**src/rtl/pwm_reg_pkg.sv**
```systemverilog
`timescale 1ns/1ps
// pwm_reg_pkg
// Shared types for the soft-start bridge PWM regulator.
// Assumes the mode word is already decoded from the host control pins.
package pwm_reg_pkg;

    typedef enum logic [1:0] {
        MODE_COAST = 2'b00,
        MODE_REV   = 2'b01,
        MODE_FWD   = 2'b10,
        MODE_BRAKE = 2'b11
    } bridge_mode_e;

    // True for the two modes in which the bridge is driven.
    function automatic logic mode_drives(input bridge_mode_e m);
        return (m == MODE_FWD) || (m == MODE_REV);
    endfunction

endpackage

```
**src/rtl/update_pacer.sv**
```systemverilog
`timescale 1ns/1ps
// update_pacer
// Emits a one-cycle regulation tick every DIV cycles while the bridge drives.
// The count restarts whenever driving stops, so the first tick after an
// entry lands on the DIV-th edge spent driving.
// Assumes DIV >= 2.
module update_pacer #(
    parameter int DIV = 9411
) (
    input  logic clk,
    input  logic rst_n,
    input  logic run,
    output logic tick
);
    localparam int CW = (DIV > 2) ? $clog2(DIV) : 1;
    localparam logic [CW-1:0] LAST = CW'(DIV - 1);

    logic [CW-1:0] cnt;

    // Interval counter: cleared when idle, wraps at DIV-1.
    always_ff @(posedge clk) begin
        if (!rst_n || !run) begin
            cnt <= '0;
        end else if (cnt == LAST) begin
            cnt <= '0;
        end else begin
            cnt <= cnt + 1'b1;
        end
    end

    assign tick = run && (cnt == LAST);

endmodule

```
**src/rtl/limit_filter.sv**
```systemverilog
`timescale 1ns/1ps
// limit_filter
// Deglitches the raw current-limit comparator flag. The limit counts as
// active only once the flag has been seen high on HOLD_CYC consecutive
// edges. Any low sample restarts the count.
// Assumes over_raw is synchronous to clk.
module limit_filter #(
    parameter int HOLD_CYC = 600
) (
    input  logic clk,
    input  logic rst_n,
    input  logic over_raw,
    output logic limit_act
);
    localparam int CW = $clog2(HOLD_CYC + 1);
    localparam logic [CW-1:0] FULL = CW'(HOLD_CYC);

    logic [CW-1:0] run_len;

    // Saturating run-length counter of consecutive high samples.
    always_ff @(posedge clk) begin
        if (!rst_n || !over_raw) begin
            run_len <= '0;
        end else if (run_len != FULL) begin
            run_len <= run_len + 1'b1;
        end
    end

    assign limit_act = (run_len == FULL);

    // the limit can only turn on right after the raw flag was high.
    a_r5_rise_needs_flag: assert property (@(posedge clk) disable iff (!rst_n)
        $rose(limit_act) |-> $past(over_raw));

    // a low raw sample always removes an active limit on the next edge.
    a_r5_drop_on_low: assert property (@(posedge clk) disable iff (!rst_n)
        (!over_raw) |=> !limit_act);

endmodule

```
**src/rtl/duty_ramp.sv**
```systemverilog
`timescale 1ns/1ps
// duty_ramp
// Holds the duty register and moves it by one LSB per regulation tick.
// Priority at a tick: active current limit (down) first, then a measurement
// below the setpoint (up), then one above it (down). The register saturates
// at both ends and is cleared whenever the bridge is not driving.
// Assumes meas is the averaged output at four times the setpoint scale.
module duty_ramp #(
    parameter int DUTY_W = 8,
    parameter int SET_W  = 8
) (
    input  logic              clk,
    input  logic              rst_n,
    input  logic              run,
    input  logic              tick,
    input  logic              limit_act,
    input  logic [SET_W+1:0]  meas,
    input  logic [SET_W-1:0]  setpt,
    output logic [DUTY_W-1:0] duty
);
    localparam logic [DUTY_W-1:0] DMAX = {DUTY_W{1'b1}};

    logic meas_low;
    logic meas_high;

    // Compare floor(meas/4) with the setpoint without losing the low bits.
    always_comb begin
        meas_low  = meas < {setpt, 2'b00};
        meas_high = meas[SET_W+1:2] > setpt;
    end

    // Duty register: cleared when idle, stepped on ticks, saturating.
    always_ff @(posedge clk) begin
        if (!rst_n || !run) begin
            duty <= '0;
        end else if (tick) begin
            if (limit_act) begin
                if (duty != '0) duty <= duty - 1'b1;
            end else if (meas_low) begin
                if (duty != DMAX) duty <= duty + 1'b1;
            end else if (meas_high) begin
                if (duty != '0) duty <= duty - 1'b1;
            end
        end
    end

    // an idle mode leaves the duty at zero after the edge.
    a_r1_idle_zero: assert property (@(posedge clk) disable iff (!rst_n)
        (!run) |=> (duty == '0));

    // without a tick the duty holds.
    a_r3_hold_between: assert property (@(posedge clk) disable iff (!rst_n)
        (run && !tick) |=> $stable(duty));

    // no wrap from full scale to zero.
    a_r4_no_wrap_top: assert property (@(posedge clk) disable iff (!rst_n)
        (run && duty == DMAX) |=> (duty != '0));

    // no wrap from zero to full scale.
    a_r4_no_wrap_bottom: assert property (@(posedge clk) disable iff (!rst_n)
        (run && duty == '0) |=> (duty != DMAX));

    // an active limit never lets a tick raise the duty.
    a_r6_limit_no_rise: assert property (@(posedge clk) disable iff (!rst_n)
        (run && tick && limit_act) |=> (duty <= $past(duty)));

endmodule

```
**src/rtl/pwm_slicer.sv**
```systemverilog
`timescale 1ns/1ps
// pwm_slicer
// Free-running period counter compared against the scaled duty. The on
// phase lasts while count*DMAX < duty*PERIOD, so duty 0 never turns on and
// full-scale duty stays on for the whole period.
// Assumes PERIOD >= 2. The counter restarts at zero on entry into driving.
module pwm_slicer #(
    parameter int PERIOD = 4494,
    parameter int DUTY_W = 8
) (
    input  logic              clk,
    input  logic              rst_n,
    input  logic              run,
    input  logic [DUTY_W-1:0] duty,
    output logic              pwm_on
);
    localparam int CNT_W = (PERIOD > 2) ? $clog2(PERIOD) : 1;
    localparam int PW    = CNT_W + DUTY_W + 1;
    localparam logic [CNT_W-1:0] LAST = CNT_W'(PERIOD - 1);
    localparam logic [PW-1:0] DMAX_W = PW'((1 << DUTY_W) - 1);
    localparam logic [PW-1:0] PER_W  = PW'(PERIOD);

    logic [CNT_W-1:0] phase;
    logic [PW-1:0]    lhs;
    logic [PW-1:0]    rhs;

    // Period counter: held at zero when idle, wraps at PERIOD-1.
    always_ff @(posedge clk) begin
        if (!rst_n || !run) begin
            phase <= '0;
        end else if (phase == LAST) begin
            phase <= '0;
        end else begin
            phase <= phase + 1'b1;
        end
    end

    // Scale both sides to a common base and decide the phase.
    always_comb begin
        lhs    = PW'(phase) * DMAX_W;
        rhs    = PW'(duty) * PER_W;
        pwm_on = run && (lhs < rhs);
    end

    // full-scale duty while driving means continuously on.
    a_r8_full_on: assert property (@(posedge clk) disable iff (!rst_n)
        (run && duty == {DUTY_W{1'b1}}) |-> pwm_on);

    // zero duty means continuously off.
    a_r8_zero_off: assert property (@(posedge clk) disable iff (!rst_n)
        (duty == '0) |-> !pwm_on);

endmodule

```
**src/rtl/soft_start_pwm_reg.sv**
```systemverilog
`timescale 1ns/1ps
// soft_start_pwm_reg
// Top of the closed-loop bridge PWM regulator: pacing, limit deglitch, duty
// stepping and PWM generation. Outputs go to the bridge controller, which
// drives the selected diagonal while pwm_on is high and recirculates through
// both high-side switches while it is low.
// Assumes all inputs are synchronous to clk and meas is already sampled.
module soft_start_pwm_reg
    import pwm_reg_pkg::*;
#(
    parameter int DUTY_W       = 8,
    parameter int SET_W        = 8,
    parameter int PWM_PERIOD   = 4494,
    parameter int UPDATE_DIV   = 9411,
    parameter int DEGLITCH_CYC = 600
) (
    input  logic              clk,
    input  logic              rst_n,
    input  logic [1:0]        mode,
    input  logic [SET_W-1:0]  setpoint,
    input  logic [SET_W+1:0]  meas,
    input  logic              ilim_over,
    output logic              pwm_on,
    output logic [DUTY_W-1:0] duty
);
    logic run;
    logic tick;
    logic limit_act;

    // Decode whether the present mode drives the bridge.
    always_comb begin
        run = mode_drives(bridge_mode_e'(mode));
    end

    update_pacer #(.DIV(UPDATE_DIV)) u_pacer (
        .clk   (clk),
        .rst_n (rst_n),
        .run   (run),
        .tick  (tick)
    );

    limit_filter #(.HOLD_CYC(DEGLITCH_CYC)) u_limit (
        .clk       (clk),
        .rst_n     (rst_n),
        .over_raw  (ilim_over),
        .limit_act (limit_act)
    );

    duty_ramp #(.DUTY_W(DUTY_W), .SET_W(SET_W)) u_ramp (
        .clk       (clk),
        .rst_n     (rst_n),
        .run       (run),
        .tick      (tick),
        .limit_act (limit_act),
        .meas      (meas),
        .setpt     (setpoint),
        .duty      (duty)
    );

    pwm_slicer #(.PERIOD(PWM_PERIOD), .DUTY_W(DUTY_W)) u_slicer (
        .clk    (clk),
        .rst_n  (rst_n),
        .run    (run),
        .duty   (duty),
        .pwm_on (pwm_on)
    );

    // an idle mode never shows the on phase.
    a_r1_idle_off: assert property (@(posedge clk) disable iff (!rst_n)
        (!run) |-> !pwm_on);

endmodule

```
**config.mk**
```make
export PLATFORM = sky130hd
export DESIGN_NAME = soft_start_pwm_reg
export DESIGN_NICKNAME = d
export VERILOG_FILES = /design/src/rtl/pwm_reg_pkg.sv /design/src/rtl/update_pacer.sv /design/src/rtl/limit_filter.sv /design/src/rtl/duty_ramp.sv /design/src/rtl/pwm_slicer.sv /design/src/rtl/soft_start_pwm_reg.sv
export SDC_FILE = /design/constraint.sdc
export NUM_CORES = 1
export LEC_CHECK = 0
export BUFFER_PORTS_ARGS = -buffer_cell sky130_fd_sc_hd__buf_2
export CAP_MARGIN = 20
export CORE_MARGIN = 2
export CORE_UTILIZATION = 50
export DETAILED_ROUTE_END_ITERATION = 8
export HOLD_SLACK_MARGIN = 0.05
export PLACE_DENSITY = 0.77
export SETUP_SLACK_MARGIN = 0.02
export SYNTH_ARGS = -nofsm -noshare
export SYNTH_HDL_FRONTEND = slang
export SYNTH_SLANG_ARGS = --single-unit
```
**constraint.sdc**
```tcl
create_clock -name clk -period 15.7 [get_ports clk]
set_input_delay 1.57 -clock clk [delete_from_list [all_inputs] [get_ports clk]]
set_output_delay 1.57 -clock clk [all_outputs]
set_load 0.03 [all_outputs]
```
==> results of run 1 <==
==> layout make-up <==
cell class,instances,area [um2],share of cell area (%)
well taps,176,220.2,2.973
multi-input cells,573,5394,72.82
clock inverters,3,28.78,0.3885
inverters,154,578.1,7.804
repair buffers,31,160.2,2.162
clock buffers,5,125.1,1.689
flip-flops and latches,45,900.9,12.16
==> Yosys cell counts (all sizes together) (2+ instances only) <==
library cell and count:
nor4 2, nand2 49, nand4 11, nor2b 5, or3 2, o211ai 6
a31o 2, inv 154, nand4b 2, o21bai 6, or4 2, ha 138
and3 11, a21o 21, xor2 26, o21ai 13, or2 3, a2111oi 2
nand2b 3, clkbuf 5, a31oi 5, a211oi 3, mux2i 6, nor3 8
dfxtp 45, xnor2 35, nand3 24, and4 4, nor2 52, fa 69
nand3b 3, a21oi 34, or4b 2, o21a 5, o31ai 5, a311o 2
==> layout by cell type (no fill, tap or decap), drive strengths merged, types with 11 or more instances in the layout <==
cell type / netlist / layout
and3: 11 / 11
ha: 138 / 138
xnor2: 35 / 35
fa: 69 / 69
a21o: 21 / 21
nand2: 49 / 49
nand4: 11 / 11
o21ai: 13 / 13
nor2: 52 / 52
buf: 1 / 31
inv: 154 / 157
nand3: 24 / 24
dfxtp: 45 / 45
xor2: 26 / 26
a21oi: 34 / 34
==> kinds of logic after synthesis <==
group / synth area share (%)
adder cells (fa/ha/maj): 45.07
AND/OR/NAND/NOR: 13.44
buffers and inverters: 8.726
AO/OA/AOI/OAI: 10.92
XOR/XNOR: 7.747
flip-flops: 13.06
multiplexers: 1.034
==> sequential cells by signal (all words and copies together), names as in the netlist <==
name and cells:
u_limit.run_len 10, u_pacer.cnt 14, u_ramp.duty 8, u_slicer.phase 13
==> metrics by stage <==
stage               std cells  instance area (um2)  power [mW]  hold slack, ps
floorplan                 778                 6897      0.1509           437.5
global placement          979                 7253      0.1614           456.1
detailed placement        979                 7253      0.1626           464.4
CTS                       987                 7407      0.2806           482.7
global route              987                 7407      0.2901           501.9
finish                    987                 7407      0.2762           478.0
==> path summary, 6_finish.rpt <==
kind | startpoint | endpoint | slack [ps] | cells after the start
setup / recovery | u_slicer.phase[4] | pwm_on | 7480 | 23
hold / removal | u_pacer.cnt[0] | u_pacer.cnt[0] | 480 | 1
setup reg to reg | u_limit.run_len[5] | u_ramp.duty[5] | 13100 | 6
hold reg to reg | u_pacer.cnt[0] | u_pacer.cnt[0] | 480 | 1
==> per-layer routing <==
layer / routed length [um] / GRT usage, % / vias to the layer above
met5: 0 / 0 / -
met4: 120 / 3.879 / 0
met3: 238 / 1.692 / 7
met2: 5957 / 31.00 / 40
met1: 6428 / 27.04 / 2467
li1: - / - / 2631
==> report_power, final <==
group | internal [mW] | leakage (nW) | switching, mW | total, mW
Sequential | 0.115 | 0.363 | 0.00168 | 0.117
Combinational | 0.0175 | 3.51 | 0.0254 | 0.0429
Clock | 0.0615 | 0.0767 | 0.0551 | 0.117
Total | 0.194 | 3.95 | 0.0822 | 0.276
==> worst max-delay path: stages, from the launching register on <==
cell and delay, ps:
dfxtp_1 460, inv_1 220, fa_1 610, inv_1 80
fa_1 480, fa_1 550, inv_1 50, fa_1 520
inv_1 40, ha_1 230, a211oi_1 340, o211ai_1 220
a31oi_1 410, o21bai_1 150, a21o_1 200, a21oi_1 170
xnor2_1 150, ha_1 280, nand2_1 70, nor2_1 40
a2111oi_0 370, a21oi_1 140, a2111oi_0 320, buf_2 270
==> metrics.md, run 1 <==
| Metric | Value |
|---|---|
| # Post-CTS Setup Buffers | `0` |
| IO Pins | `32` |
| CP Launch Type | `flip-flop` |
| Hold-fix buffers at CTS | `0` |
| Synth Warn # | `0` |
| Worst setup margin | `roughly 7500 ps` |
| Synthesized Nets | `just over 1000` |
| Share of cells above drive strength 1 | `around 6.3%` |
| Period utilization | `52.35%` |
| Port bufs | `29` |
| Clock latency at the later pin of the worst-skew pair | `around 300 ps` |
| Measured slew at the worst slew-check pin | `~740 ps` |
| RSZ-0062 raised after global routing | `false` |
| Final #Nets | `1040` |
| Placement Rows | `42` |
| N_diodes | `0` |
| WL final | `about 13 mm` |
| Pwr dens | `approximately 37 mW/mm2` |
| F_max | `around 120 MHz` |
| CTS clk-pin slew, worst paths | `about 70 ps` |
| Via count | `slightly above 5000` |
| Post-synth EDFFs | `0` |
| Status | `finished clean` |
| Initial antenna violation count | `0` |
| Cell taking the most area after synthesis | `ha_1` |
| Die height | `~120 um` |
| Cell count after synthesis | `778` |
| Final core occ | `between 50% and 60%` |
| Clock tree buffer depth | `2` |
| Max VDD drop | `roughly 43 uV` |
| Area of the core | `~0.013 mm2` |
| # H-tree levels | `2` |
| Resized Gates After CTS | `0` |
| Total CTS buffers | `5` |
| Final Hold Fails | `0` |
| Avg Inst Size Synth | `approximately 8.9 um2` |
| Worst Path Arrival | `~6700 ps` |
| Number of max-cap violations | `0` |
| Routability cong. | `slightly above 0.8` |
| Area grow syn2layout | `7.402%` |
| Detailed Place HPWL | `~11 mm` |
| Library cells used by synthesis | `between 50 and 60` |
| Vias per cell | `roughly 5.2` |
| Slew HR | `roughly half` |
| Tmin final | `8219 ps` |
| CP Class | `flip-flop to output port` |
| Fillcell total | `around 1300` |
| First-pass GRT wire length | `22.63 mm` |
| Drt pass-1 iters | `4` |
| Crit end category | `output port` |
| Cell area after synthesis | `between 0.006 and 0.007 mm2` |
| Main area contributors after synthesis | `ha_1 (25%), fa_1 (20%), dfxtp_1 (13%)` |
| Clock root buffer | `clkbuf_16` |
| CTS tree | `done` |
| Die X | `roughly 120 um` |
| Post-synth ARST share | `0%` |
| Synth top area share | `25.04%` |
| P_leak | `between 3 and 4 nW` |
| Critical Path RT | `between 10000 and 15000 ps` |
| Final setup skew | `~8.5 ps` |
| Pin count of the biggest net entering global routing | `18` |
| Tot GR Track Use | `between 10% and 20%` |
| Routed len/inst | `around 13 um` |
| Sum Neg Setup Slack | `0 ps` |
| #FFs+latches synth | `45` |
| Initial cell density of the core | `about 52%` |
| Dpl ws | `7789 ps` |
| Antenna viol nets, final | `0` |
| Worst Hold Class | `flip-flop to flip-flop` |
| Clk sinks | `45` |
| Top FF cell, synth | `dfxtp_1` |
| Slew Limit Fails | `0` |
| Number of global-route vias before repair | `4973` |
| Initial DRC count | `about 230` |
| Final setup vio count | `0` |
| Largest fanout on the critical path | `5` |
| DRC | `0` |
| Die area | `about 0.015 mm2` |
| Sequential area share after synthesis | `between 10% and 20%` |
| Grt ovf | `0` |
Note: power is estimated with default switching activity, not from simulation.
==> inputs of run 2 (changes only) <==
ABC_AREA = 1   (was unset)
clock period = 7.9 ns   (was 15.7 ns; I/O delays follow)
==> run 2 against run 1 <==
Clock skew up 0.66 ps. Area after synthesis up 8.5%. Non-clock buffer count down 2. Highest routed layer unchanged. Wire length up 18%. Sequential power up 98%.
==> metrics.md, run 2 <==
| Metric | Value |
|---|---|
| Main area contributors after synthesis | `ha_1 (23%), fa_1 (18%), dfxtp_1 (12%)` |
| Clk sinks | `45 (unchanged)` |
| Antenna viol nets, final | `0 (unchanged)` |
| Tmin final | `between 6000 and 7000 ps` |
| Crit end category | `output port` |
| RSZ-0062 raised after global routing | `false` |
| Final setup skew | `9.139 ps (+0.6560 ps)` |
| Final Non-Filler Cells | `1202 (+22%)` |
| Share of cells above drive strength 1 | `7.957% (+1.7 points)` |
| Flop2flop setup slack | `5690 ps (-7410 ps)` |
| N_diodes | `0 (unchanged)` |
| Dpl ws | `1403 ps (-6386 ps)` |
| Worst Path Arrival | `6090 ps (-560 ps)` |
| Period utilization | `approximately 87%` |
| CP peak stage delay | `560 ps (-50 ps)` |
| # Post-CTS Setup Buffers | `0 (unchanged)` |
| Cell count after synthesis | `984 (+26%)` |
| Critical Path RT | `7110 ps (-7020 ps)` |
| Max reg flops | `14 (unchanged)` |
| P_leak | `4.401 nW (+11%)` |
| Area grow syn2layout | `7.154%` |
| Sequential area share after synthesis | `12.03% (-1.0 points)` |
| Port bufs | `29 (unchanged)` |
| Routability cong. | `0.8780 (+7.0%)` |
| Final #Nets | `1247 (+20%)` |
| CP Class | `flip-flop to output port` |
| Via count | `6075 (+18%)` |
| Synthesized Nets | `1214 (+20%)` |
| Worst path bufs/invs | `6 (+1)` |
| Leading registers by flop count | `u_pacer.cnt x14, u_slicer.phase x13, u_limit.run_len x10` |
| Top FF cell, synth | `dfxtp_1` |
| # H-tree levels | `2 (unchanged)` |
| Drt pass-1 iters | `5 (+1)` |
| Most frequent cells in the layout | `inv_1 (207), nand2_1 (180), ha_1 (138)` |
| Final Hold Fails | `0 (unchanged)` |
| Synth Warn # | `0 (unchanged)` |
| Cell area after synthesis | `0.007486 mm2 (+8.5%)` |
| CP Launch Type | `flip-flop` |
| First-pass GRT wire length | `26.95 mm (+19%)` |
| Tot GR Track Use | `20.28% (+1.5 points)` |
| Grt ovf | `0 (unchanged)` |
| Measured slew at the worst slew-check pin | `977.8 ps (+240.0 ps)` |
| Number of global-route vias before repair | `6025 (+21%)` |
| Most frequent cell after synthesis | `inv_1` |
| CTS tree | `done` |
| IO Pins | `32 (unchanged)` |
| Post-synth EDFFs | `0 (unchanged)` |
| Library cells used by synthesis | `43 (-23%)` |
| DRC | `0 (unchanged)` |
| Most common cell after layout, fill and taps aside | `inv_1` |
| Area of the core | `0.01459 mm2 (+9.3%)` |
| #FFs+latches synth | `45 (unchanged)` |
| Most used cell, CP | `inv_1` |
| Resized Gates After CTS | `0 (unchanged)` |
| Cell taking the most area after synthesis | `ha_1` |
| Die X | `126.4 um (+4.0%)` |
| Vias per cell | `5.054 (-3.0%)` |
| Clock tree buffer depth | `2 (unchanged)` |
| Initial antenna violation count | `0 (unchanged)` |
| Status | `finished clean` |
| Pwr dens | `71.35 mW/mm2 (+91%)` |
| F_max | `145.4 MHz` |
| Post-synth ARST share | `0% (unchanged)` |
| Placed insts | `1194 (+22%)` |
| Synth cell count leaders | `inv_1 (207), nand2_1 (180), ha_1 (138), fa_1 (69), nor2_1 (69)` |
| Worst setup margin | `1025 ps (-6456 ps)` |
| Initial cell density of the core | `51.31% (-0.36 points)` |
| Placement Rows | `44 (+4.8%)` |
| Final setup vio count | `0 (unchanged)` |
| Sum Neg Setup Slack | `0 ps (unchanged)` |
| Die area | `0.01597 mm2 (+8.3%)` |
| Die height | `126.4 um (+4.0%)` |
| Number of max-cap violations | `0 (unchanged)` |
| WHS | `462.8 ps (-15.15 ps)` |
| Crit-path slowest cell | `fa_1` |
| Avg Inst Size Synth | `7.608 um2 (-14%)` |
| Cell family with most CP delay | `adder cells` |
| Slew HR | `34.38% (-16 points)` |
| Largest Register | `u_pacer.cnt` |
| Clock root buffer | `clkbuf_16` |
| Final core occ | `54.98% (-0.51 points)` |
| WL final | `14.99 mm (+18%)` |
| Clock latency at the later pin of the worst-skew pair | `300 ps (about the same)` |
| Synth top area share | `23.07% (-2.0 points)` |
| Total CTS buffers | `5 (unchanged)` |
| Worst Hold Class | `flip-flop to flip-flop` |
| CTS clk-pin slew, worst paths | `70 ps (about the same)` |
| Max VDD drop | `78.04 uV (+83%)` |
| Slew Limit Fails | `0 (unchanged)` |
| Largest fanout on the critical path | `6 (+1)` |
| Initial DRC count | `397 (+70%)` |
| Detailed Place HPWL | `12.72 mm (+19%)` |
| Hold-fix buffers at CTS | `0 (unchanged)` |
| Routed len/inst | `12.47 um (-3.4%)` |
| Pin count of the biggest net entering global routing | `17 (-1)` |
==> run 2: power by group <==
part | switching, mW | total, mW | internal (mW)
Sequential | 0.00324 | 0.232 | 0.229
Combinational | 0.0568 | 0.0930 | 0.0362
Clock | 0.0954 | 0.247 | 0.152
==> run 2: area by class of cell <==
| class | instances | area [um2] |
|---|---|---|
| clock buffer | 5 | 125.1 |
| clock inverter | 3 | 50.05 |
| fill | 1308 | 6568 |
| inverter | 216 | 810.8 |
| multi-input combinational | 720 | 5759 |
| sequential | 45 | 900.9 |
| tap | 184 | 230.2 |
| timing repair buffer | 29 | 145.1 |
==> run 2: stage by stage <==
step | power (mW) | cell area (um2)
2_1_floorplan | 0.3067 | 7486
3_3_place_gp | 0.3286 | 7846
3_5_place_dp | 0.3311 | 7846
4_1_cts | 0.5814 | 8021
5_1_grt | 0.6047 | 8021
6_report | 0.5723 | 8021
==> run 2: layer usage <==
layer	up-vias	routed length, um	GRT usage (%)
met4	0	209	5.624
met2	104	7119	34.41
met1	2793	7219	27.57
met5	-	0	0
met3	16	439	2.235
li1	3162	-	-
==> run 2: path summary, 6_finish.rpt <==
path | to | startpoint | cells past startpoint
min | u_pacer.cnt[0] | u_pacer.cnt[0] | 1
max | pwm_on | u_slicer.phase[4] | 25
max reg2reg | u_ramp.duty[7] | u_ramp.duty[2] | 11
min reg2reg | u_pacer.cnt[0] | u_pacer.cnt[0] | 1
==> run 2: cell families after synthesis <==
logic type	Yosys count	share of synthesized area (%)
AND/OR/NAND/NOR	349	20.74
XOR/XNOR	44	5.148
adder cells (fa/ha/maj)	207	41.52
buffers and inverters	219	11.03
AO/OA/AOI/OAI	120	9.527
flip-flops	45	12.03
==> inputs of run 3 (changes only) <==
CORE_UTILIZATION = 40   (was 50)
PLACE_DENSITY = 0.66   (was 0.77)
SLEW_MARGIN = 25   (was unset)
==> run 3 against run 2 <==
Core utilization is 11 points lower. Total power fell by 4.1%. Clock skew about the same. Wire length increased by 0.15%. Sequential share of layout area is 0.063 points lower. Critical path type unchanged. Largest cell class unchanged.
==> metrics.md, run 3 (same netlist as run 2, synthesis figures left out) <==
| Metric | Value |
|---|---|
| Critical Path RT | `7110 ps (about the same)` |
| Crit end category | `output port` |
| # H-tree levels | `2 (unchanged)` |
| Die height | `140.8 um (+11%)` |
| Final core occ | `43.56% (-11 points)` |
| R2r worst-path depth | `6 (-5)` |
| WHS | `468.6 ps (+5.749 ps)` |
| Most common cell after layout, fill and taps aside | `inv_1` |
| Cell family with most CP delay | `adder cells` |
| Period utilization | `87.74% (+0.71 points)` |
| Area grow syn2layout | `7.755%` |
| Number of max-cap violations | `0 (unchanged)` |
| Final setup vio count | `0 (unchanged)` |
| Crit Reg-Reg Startpoint | `u_slicer.phase[11]` |
| Number of global-route vias before repair | `6100 (+1.2%)` |
| Sw power | `0.1644 mW (+5.8%)` |
| Hold-fix buffers at CTS | `0 (unchanged)` |
| Max reg flops | `14 (unchanged)` |
| Tmin final | `6932 ps (+56.46 ps)` |
| Internal Pwr Total | `0.3843 mW (-7.8%)` |
| Worst path bufs/invs | `6 (unchanged)` |
| Antenna viol nets, final | `0 (unchanged)` |
| Largest Register | `u_pacer.cnt` |
| CTS tree | `done` |
| # Post-CTS Setup Buffers | `0 (unchanged)` |
| Routed len/inst | `11.98 um (-3.9%)` |
| IO Pins | `32 (unchanged)` |
| First-pass GRT wire length | `27.08 mm (+0.46%)` |
| Detailed Place HPWL | `12.83 mm (+0.89%)` |
| CP peak stage delay | `610 ps (+50 ps)` |
| Most used cell, CP | `inv_1` |
| Flop2flop setup slack | `5810 ps (+120 ps)` |
| P_leak | `4.391 nW (-0.23%)` |
| R2R Path End | `u_slicer.phase[12]` |
| Worst Path Arrival | `6140 ps (+50 ps)` |
| Clock latency at the later pin of the worst-skew pair | `310 ps (about the same)` |
| CTS clk-pin slew, worst paths | `60 ps (about the same)` |
| Combinational power share | `17.2% (+1.0 points)` |
| Via count | `6030 (-0.74%)` |
| F_max | `144.3 MHz (-0.81%)` |
| Clock root buffer | `clkbuf_16` |
| Max VDD drop | `68.55 uV (-12%)` |
| Total CTS buffers | `5 (unchanged)` |
| Crit path launch | `u_slicer.phase[4]` |
| Slew Limit Fails | `0 (unchanged)` |
| Routability cong. | `0.8377 (-4.6%)` |
| Critical path destination | `pwm_on` |
| WL final | `15.01 mm (+0.15%)` |
| Pin count of the biggest net entering global routing | `17 (unchanged)` |
| Clk sinks | `45 (unchanged)` |
| Clock Power Share | `40.5% (-2.7 points)` |
| Worst Hold Class | `flip-flop to flip-flop` |
| Final Hold Fails | `0 (unchanged)` |
| Port bufs | `29 (unchanged)` |
| Clock tree buffer depth | `2 (unchanged)` |
| Most frequent cells in the layout | `inv_1 (207), nand2_1 (180), ha_1 (138)` |
| Vias per cell | `4.812 (-4.8%)` |
| Pwr dens | `68.02 mW/mm2 (-4.7%)` |
| Resized Gates After CTS | `0 (unchanged)` |
| DRC | `0 (unchanged)` |
| Measured slew at the worst slew-check pin | `924.0 ps (-53.76 ps)` |
| CP Class | `flip-flop to output port` |
| Initial antenna violation count | `0 (unchanged)` |
| Drt pass-1 iters | `4 (-1)` |
| Largest fanout on the critical path | `6 (unchanged)` |
| Initial DRC count | `200 (-50%)` |
| Initial cell density of the core | `40.43% (-11 points)` |
| Sum Neg Setup Slack | `0 ps (unchanged)` |
| Power share of the sequential group | `42.3% (+1.8 points)` |
| N_diodes | `0 (unchanged)` |
| Grt ovf | `0 (unchanged)` |
| Tot GR Track Use | `16.39% (-3.9 points)` |
| Slew HR | `37.98% (+3.6 points)` |
| Final setup skew | `8.721 ps (-0.4178 ps)` |
| Net Sw Frac | `29.97% (+2.8 points)` |
| Die X | `140.8 um (+11%)` |
| Final #Nets | `1248 (+0.080%)` |
| RSZ-0062 raised after global routing | `false` |
| Crit-path slowest cell | `fa_1` |
| Share of cells above drive strength 1 | `8.047% (+0.090 points)` |
| Placement Rows | `50 (+14%)` |
| Leading registers by flop count | `u_pacer.cnt x14, u_slicer.phase x13, u_limit.run_len x10` |
| Status | `finished clean` |
| CP Launch Type | `flip-flop` |
| Area of the core | `0.01852 mm2 (+27%)` |
| Critical path depth in cells | `25 (unchanged)` |
| Die area | `0.01982 mm2 (+24%)` |
| Fillcell total | `1896 (+45%)` |
run 3: area by class of cell:
cell class	count	area, um2	area share [%]
inverter	216	810.8	10.05
clock buffer	5	125.1	1.551
tap	234	292.8	3.630
multi-input combinational	720	5759	71.40
sequential	45	900.9	11.17
clock inverter	3	25.02	0.3102
timing repair buffer	30	152.6	1.892
run 3: worst min-delay path by stage:
stage / startpoint / end / slack [ps] / depth (start not counted)
2_1_floorplan: u_pacer.cnt[0] / u_pacer.cnt[0] / 430 / 1
3_3_place_gp: u_pacer.cnt[0] / u_pacer.cnt[0] / 450 / 1
3_5_place_dp: u_pacer.cnt[0] / u_pacer.cnt[0] / 450 / 1
4_1_cts: u_pacer.cnt[0] / u_pacer.cnt[0] / 470 / 1
5_1_grt: u_limit.run_len[9] / u_limit.run_len[9] / 520 / 2
6_report: u_pacer.cnt[0] / u_pacer.cnt[0] / 470 / 1
run 3: metrics by stage:
stage	setup slack (ps)	cell area [um2]	total power, mW	instances
3_3_place_gp	1389	7916	0.3302	1245
3_5_place_dp	1358	7916	0.3325	1245
5_1_grt	510.1	8066	0.5779	1253
6_report	968.2	8066	0.5487	1253
4_1_cts	960.9	8066	0.5536	1253
2_1_floorplan	1952	7486	0.3067	984
run 3: routing by layer:
layer | track usage, % | vias up | share of wire, % | wire length [um]
met1 | 21.38 | 2787 | 48 | 7240
met3 | 1.698 | 12 | 2.6 | 396
met2 | 29.14 | 66 | 48 | 7182
li1 | - | 3165 | - | -
met4 | 4.105 | 0 | 1.3 | 191
met5 | 0 | - | 0 | 0
run 3: power groups by stage:
stage	clock network (mW)	logic, mW	registers (mW)
2_1_floorplan	0	0.0703	0.236
3_3_place_gp	0	0.0931	0.237
3_5_place_dp	0	0.0954	0.237
4_1_cts	0.226	0.0959	0.232
5_1_grt	0.236	0.110	0.232
6_report	0.222	0.0945	0.232
